<file path="src/rtl/lps_pkg.sv">
package lps_pkg;

    typedef enum logic [2:0] {
        ST_RUN   = 3'd0,
        ST_HALT  = 3'd1,
        ST_XHALT = 3'd2,
        ST_WAKE  = 3'd3,
        ST_STPG  = 3'd4
    } lps_state_e;

    typedef struct packed {
        lps_state_e cur;
        lps_state_e ret;
    } lps_regs_t;

endpackage

</file>
<file path="src/rtl/lps_target_sel.sv">
module lps_target_sel
    import lps_pkg::*;
(
    input  logic       deep_en_i,
    input  logic       min_ratio_i,
    output lps_state_e target_o
);

    // Deep halt only when software allows it and a lower ratio is still possible.
    always_comb begin
        if (deep_en_i && !min_ratio_i) begin
            target_o = ST_XHALT;
        end else begin
            target_o = ST_HALT;
        end
    end

endmodule

</file>
<file path="src/rtl/lps_settle_timer.sv">
module lps_settle_timer #(
    parameter int SETTLE_CYC = 8
) (
    input  logic clk_i,
    input  logic rst_ni,
    input  logic load_i,
    output logic done_o
);

    localparam int CW = (SETTLE_CYC < 2) ? 1 : $clog2(SETTLE_CYC);
    localparam logic [CW-1:0] LOAD_VAL = CW'(SETTLE_CYC - 1);

    logic [CW-1:0] cnt_d, cnt_q;

    always_comb begin
        cnt_d = cnt_q;
        if (load_i) begin
            cnt_d = LOAD_VAL;
        end else if (cnt_q != '0) begin
            cnt_d = cnt_q - 1'b1;
        end
    end

    always_ff @(posedge clk_i) begin
        if (!rst_ni) begin
            cnt_q <= '0;
        end else begin
            cnt_q <= cnt_d;
        end
    end

    assign done_o = (cnt_q == '0);

endmodule

</file>
<file path="src/rtl/lps_sbc_gen.sv">
module lps_sbc_gen (
    input  logic clk_i,
    input  logic rst_ni,
    input  logic enter_i,
    output logic pulse_o
);

    logic pulse_d, pulse_q;

    always_comb begin
        pulse_d = enter_i;
    end

    always_ff @(posedge clk_i) begin
        if (!rst_ni) begin
            pulse_q <= 1'b0;
        end else begin
            pulse_q <= pulse_d;
        end
    end

    assign pulse_o = pulse_q;

endmodule

</file>
<file path="src/rtl/lps_ctrl.sv">
module lps_ctrl
    import lps_pkg::*;
#(
    parameter int SETTLE_CYC = 8
) (
    input  logic       clk_i,
    input  logic       rst_ni,
    input  logic       halt_req_i,
    input  logic       stopclk_ni,
    input  logic       deep_en_i,
    input  logic       min_ratio_i,
    input  logic       wake_i,
    output logic       core_clk_en_o,
    output logic       ratio_low_o,
    output logic       sbc_pulse_o,
    output logic [2:0] state_o
);

    lps_regs_t  st_d, st_q;
    lps_state_e halt_target;
    logic       settle_load;
    logic       settle_done;
    logic       enter_stpg;

    lps_target_sel u_target (
        .deep_en_i   (deep_en_i),
        .min_ratio_i (min_ratio_i),
        .target_o    (halt_target)
    );

    lps_settle_timer #(
        .SETTLE_CYC (SETTLE_CYC)
    ) u_settle (
        .clk_i  (clk_i),
        .rst_ni (rst_ni),
        .load_i (settle_load),
        .done_o (settle_done)
    );

    always_comb begin
        st_d        = st_q;
        settle_load = 1'b0;
        if (!stopclk_ni) begin
            // The stop request overrides everything; save where to come back to.
            if (st_q.cur != ST_STPG) begin
                st_d.cur = ST_STPG;
                st_d.ret = (st_q.cur == ST_WAKE) ? ST_RUN : st_q.cur;
            end
        end else begin
            unique case (st_q.cur)
                ST_RUN: begin
                    if (halt_req_i) begin
                        st_d.cur = halt_target;
                    end
                end
                ST_HALT: begin
                    if (wake_i) begin
                        st_d.cur = ST_RUN;
                    end
                end
                ST_XHALT: begin
                    if (wake_i) begin
                        st_d.cur    = ST_WAKE;
                        settle_load = 1'b1;
                    end
                end
                ST_WAKE: begin
                    if (settle_done) begin
                        st_d.cur = ST_RUN;
                    end
                end
                ST_STPG: begin
                    st_d.cur = st_q.ret;
                end
                default: begin
                    st_d.cur = ST_RUN;
                end
            endcase
        end
    end

    always_ff @(posedge clk_i) begin
        if (!rst_ni) begin
            st_q.cur <= ST_RUN;
            st_q.ret <= ST_RUN;
        end else begin
            st_q <= st_d;
        end
    end

    assign enter_stpg = (st_d.cur == ST_STPG) && (st_q.cur != ST_STPG);

    lps_sbc_gen u_sbc (
        .clk_i   (clk_i),
        .rst_ni  (rst_ni),
        .enter_i (enter_stpg),
        .pulse_o (sbc_pulse_o)
    );

    assign core_clk_en_o = (st_q.cur == ST_RUN);
    assign ratio_low_o   = (st_q.cur == ST_XHALT);
    assign state_o       = st_q.cur;

endmodule

</file>
<file path="config.mk">
export PLATFORM = sky130hd
export DESIGN_NAME = lps_ctrl
export DESIGN_NICKNAME = d
export VERILOG_FILES = /design/src/rtl/lps_pkg.sv /design/src/rtl/lps_target_sel.sv /design/src/rtl/lps_settle_timer.sv /design/src/rtl/lps_sbc_gen.sv /design/src/rtl/lps_ctrl.sv
export SDC_FILE = /design/constraint.sdc
export NUM_CORES = 1
export LEC_CHECK = 0
export CORE_UTILIZATION = 40
export CTS_CLUSTER_DIAMETER = 80
export DETAILED_ROUTE_END_ITERATION = 7
export GPL_TIMING_DRIVEN = 0
export PLACE_DENSITY = 0.66
export SETUP_SLACK_MARGIN = 0.02
export SYNTH_ARGS = -nofsm -noshare
export SYNTH_HDL_FRONTEND = slang
export SYNTH_SLANG_ARGS = --single-unit
export TNS_END_PERCENT = 100
</file>
<file path="constraint.sdc">
create_clock -name clk_i -period 1.2 [get_ports clk_i]
set_input_delay 0.24 -clock clk_i [delete_from_list [all_inputs] [get_ports clk_i]]
set_output_delay 0.24 -clock clk_i [all_outputs]
set_load 0.01 [all_outputs]
</file>
### After elaboration in Yosys (flattened, before gate mapping)

Cells that the tools add are included.

| cells by class | value |
|---|---|
| bitwise operators | 1 |
| add/subtract/negate cells | 1 |
| eq/ne operators | 6 |
| mux-type cells | 14 |
| reduce and logical (&&, ||, !) cells | 8 |

Operators by type and width:

| operator | number |
|---|---|
| $mux 3 | 8 |
| $pmux 3 s5 | 1 |
| $eq 3x2->1 const B | 2 |
| $eq 3x3->1 const B | 2 |
| $logic_not 3->1 | 2 |
| $mux 6 | 1 |
| $eq 3x1->1 const B | 1 |
| $mux 1 | 3 |
| $ne 3x3->1 const B | 1 |
| $reduce_bool 3->1 | 1 |
| $sub 3x1->3 const B | 1 |
| $logic_and 1x1->1 | 2 |
| $mux 2 | 1 |
| $reduce_and 2->1 | 1 |
| $reduce_bool 2->1 | 1 |
| $logic_not 1->1 | 1 |
| $not 1->1 | 1 |

| storage, ports and cells | value |
|---|---|
| output and inout bits | 6 |
| bits of input ports | 7 |
| logic and storage cells | 34 |
| flip-flop bits (word level) | 10 |

### Depth between registers and ports, before layout

| logic depth | value |
|---|---|
| depth in word-level cells | 8 |
| depth in mapped cells | 5 |

### By module

From an unflattened synthesis, not the netlist that was laid out.

| second synthesis, totals | value |
|---|---|
| cell total of the unflattened synthesis | 70 |
| area total of the unflattened synthesis | 614.3 sq um |

Modules (own cells, without submodules):

| module | area an instance (sq um) | instances | seq. area each (sq um) | cells an instance |
|---|---|---|---|---|
| lps_ctrl | 390.4 | 1 | 120.1 | 47 |
| lps_settle_timer | 173.9 | 1 | 60.1 | 17 |
| lps_sbc_gen | 26.3 | 1 | 20.0 | 2 |
| lps_target_sel | 23.8 | 1 | 0.0 | 4 |

### Worst setup path before layout

No wires, ideal clock.

| timing | value |
|---|---|
| path kind | register to register |
| start point | register u_settle.cnt_q[0] |
| end point | register u_settle.cnt_q[2] |
| buffers on the path | 0 |
| stages on the path, launching flop included | 5 |
| clock period less this slack | 1.101 ns |
| setup slack | 0.099 ns |
| data required time | 1.085 ns |
| arrival time | 0.986 ns |
| cell sequence | dfxtp_1 -> inv_1 -> ha_1 -> mux2_2 -> o21a_1 |

| on the way | value |
|---|---|
| cells in the longest elaborated chain, start to end | 3 |

Ends and longest elaborated chain:

| item | RTL line | source |
|---|---|---|
| start, declared | lps_settle_timer.sv:13 | `logic [CW-1:0] cnt_d, cnt_q;` |
| start signal, assigned | lps_settle_timer.sv:28 | `cnt_q <= cnt_d;` |
| $sub 3x1->3 | lps_settle_timer.sv:20 | `cnt_d = cnt_q - 1'b1;` |
| $mux 3 | lps_settle_timer.sv:19 | `end else if (cnt_q != '0) begin` |
| $mux 3 | lps_settle_timer.sv:17 | `if (load_i) begin` |

Parallel ways exist; a longest one is shown, timed or not. The select of a mux whose other input is x is not followed.
A chain may end at the register's enable or synchronous reset.

### Worst setup path after layout

| timing | value |
|---|---|
| start point | register st_q, in the netlist state_o[2] |
| end point | output port ratio_low_o |

| on the way | value |
|---|---|
| cells in the longest elaborated chain, start to end | 1 |

Ends and longest elaborated chain:

| item | RTL line | source |
|---|---|---|
| start, declared | lps_ctrl.sv:19 | `lps_regs_t st_d, st_q;` |
| start signal, assigned | lps_ctrl.sv:87 | `st_q <= st_d;` |
| $eq 3x2->1 | lps_ctrl.sv:101 | `assign ratio_low_o = (st_q.cur == ST_XHALT);` |
| end, declared | lps_ctrl.sv:14 | `output logic ratio_low_o,` |

Every way passes these cells.

==> flow_metrics.tcl <==
set metrics [dict create \
    dp.cells 89 \
    timing.critical_path.to_type "output port" \
    synth_cell_type_count 33 \
    synth_ff_type "dfxtp_1" \
    grt_pass1_vias 405 \
    drt-initial-drc-count 6 \
    cp-startpoint "state_o[2]" \
    start_util_pct 43.3 \
    p_per_area_nw_per_um2 1270 \
    cp_data_required_time_ps 960 \
    worst_ep_arrival_time_ps 1070 \
    seq_area_frac_synth_pct 35.1 \
    drt-total-wl_mm 1.21 \
    wl_per_cell_um 12.4 \
    synth_edf_count 0 \
    path_clk_slew_ps 60 \
    crit_path_start_kind "flip-flop" \
    synth.most_common_cell "dfxtp_1" \
    max_freq_mhz 762 \
    final_layout_size_suffix_gt1_share_pct 38.6 \
    status "complete, but fails checks" \
    numCtsBuffers 3 \
    antenna_found_initial 0 \
    gp_congestion 0.700 \
    period_minus_slack_ps 1310 \
    fin_worst_skew_ps 2.75 \
    endpoint "ratio_low_o" \
    slew_viol_final 0 \
    worst_skew_pair.late_latency_ps 260 \
    relSlewSlack_pct 76.2 \
    area_growth_pct 38.6 \
    track_usage_pct 17.2 \
    root_buffer "clkbuf_4" \
    rr_endpoint "state_o[0]" \
    cts_hold_buf 0 \
    rows 13 \
    synth_top_area_share_pct 35.1 \
    finalWorstSetupSlack_ps -112 \
    period_share_pct 109 \
    cts_tree "yes" \
    cts_buffer_depth 2 \
    tightest_slew_ps 357 \
    final_cells 98 \
    drtAntennaViolNets 0 \
    min_path_type "in -> reg" \
    die_x_um 39.8 \
    utilization_pct 60.0 \
    r2r_slack_ps -70 \
    grt_pass1_wl_mm 1.80 \
    grt_max_degree 11 \
    rsz0062_at_grt "true" \
    hpwl_um 766 \
    syn_inst 64 \
    hp-start "rst_ni" \
    synthTopCellsByArea "dfxtp_1 35%, ha_1 4.4%, nand2b_1 4.4%, buf_4 3.9%, nand3b_1 3.9%" \
    die_area_sq_um 1580 \
    synth_common_cells "10 x dfxtp_1, 4 x nand2b_1" \
    p_leak_nw 0.328 \
    syn_area_sq_um 571 \
    cap_violations 0 \
    whs_path_depth 2 \
    cp_max_fo 4 \
    core_area_sq_um 1320 \
    finalPower_w 0.00100 \
    portBuffers 10 \
    grt-ovfl-total 0 \
    setup_viol 3 \
    synth.net_count 73 \
    r2r-start "state_o[2]" \
    path_class "reg -> out" \
    hold_viol_final 0 \
    nets 94 \
    setup_tns_ps -238 \
    cts_sinks 10 \
    io-pin-count 13 \
    yosysTopAreaCell "dfxtp_1" \
    dr.pass1.iters 2 \
    drc_errors 0 \
    violations "negative setup slack" \
    syn_avg_cell_area_sq_um 8.91 \
    chipHeight_um 39.8 \
    r2r.worst_path.cells 4 \
    vias 512 \
    ir_drop_uv 871 \
    synthArstFlopShare_pct 0 \
    vias_per_cell 5.22 \
    ys_seq_elements 10 \
    antenna_cells 0 \
    yosys_warnings 0 \
    htreeDepth 1 \
]
[critical path, cell delays in order, from the launching register on]
cell and delay, ps:
dfxtp_4 360, buf_12 130, nor3b_2 170, buf_2 160
[layout make-up]
cell class / count / area (sq um)
Tap cell: 15 / 18.8
Inverter: 2 / 7.51
Clock buffer: 3 / 22.5
Timing Repair Buffer: 16 / 135
Sequential cell: 10 / 209
Fill cell: 113 / 527
Multi-Input combinational cell: 45 / 345
Buffer: 7 / 52.6
[how the worst min path moves through the flow]
| stage | slack (ps) | endpoint |
|---|---|---|
| final | 360 | u_settle.cnt_q[1] |
| after CTS | 370 | u_settle.cnt_q[2] |
| after global placement | 460 | st_q[0] |
| after floorplan | 420 | state_o[0] |
| after detailed placement | 480 | state_o[2] |
| after global routing | 390 | u_settle.cnt_q[1] |
[what timing repair did]
action                     4_1_cts  5_1_grt
gates resized for setup         31        6
setup endpoints to repair        8        9
setup buffers                    4        2
cloned                           0        0
pin swaps                        4        7
[layer usage]
| metal | GRT usage, % | part of all wire [%] | vias to the layer above |
|---|---|---|---|
| li1 | - | - | 263 |
| met1 | 24.3 | 48 | 233 |
| met4 | 7.76 | 1.4 | 0 |
| met5 | 0 | 0 | - |
| met3 | 3.98 | 4.8 | 4 |
| met2 | 24.2 | 46 | 12 |
[cells by family after synthesis]
| family | Yosys count | synth area share [%] |
|---|---|---|
| AO/OA/AOI/OAI | 16 | 18.9 |
| adder cells (fa/ha/maj) | 2 | 4.39 |
| buffers and inverters | 9 | 8.33 |
| AND/OR/NAND/NOR | 24 | 28.1 |
| flip-flops | 10 | 35.1 |
| XOR/XNOR | 1 | 1.54 |
| multiplexers | 2 | 3.73 |
[report_power, final]
group | leakage, nW | internal, W | switching, W
registers | 0.0838 | 0.000380 | 0.0000261
clock network | 0.0138 | 0.000116 | 0.000107
logic | 0.230 | 0.000213 | 0.000161
[sequential cells by signal (all words and copies together), names as in the netlist]
name / flops
st_q: 3
state_o: 3
u_settle.cnt_q: 3
u_sbc.pulse_o: 1
[cells in the final DEF, fill, tap and decap left out, types with 2 or more instances in the layout]
master and count:
buf_4 7, dfxtp_1 7, nand2b_1 4, clkdlybuf4s50_1 4
buf_2 4, buf_6 3, nand3b_1 3, nor2b_1 3
o21ai_0 3, o21a_1 3, clkbuf_4 3, a21boi_0 2
nand3_1 2, nor2_1 2, or3b_1 2, dfxtp_4 2
[through the flow]
stage	hold slack [ps]	setup WS, ps	area, sq um
finish	358	-112	791
global placement	462	-342	689
floorplan	421	99.2	571
CTS	366	-120	767
detailed placement	476	-335	689
global route	392	-148	791
Power figures use the tool's default switching activity.
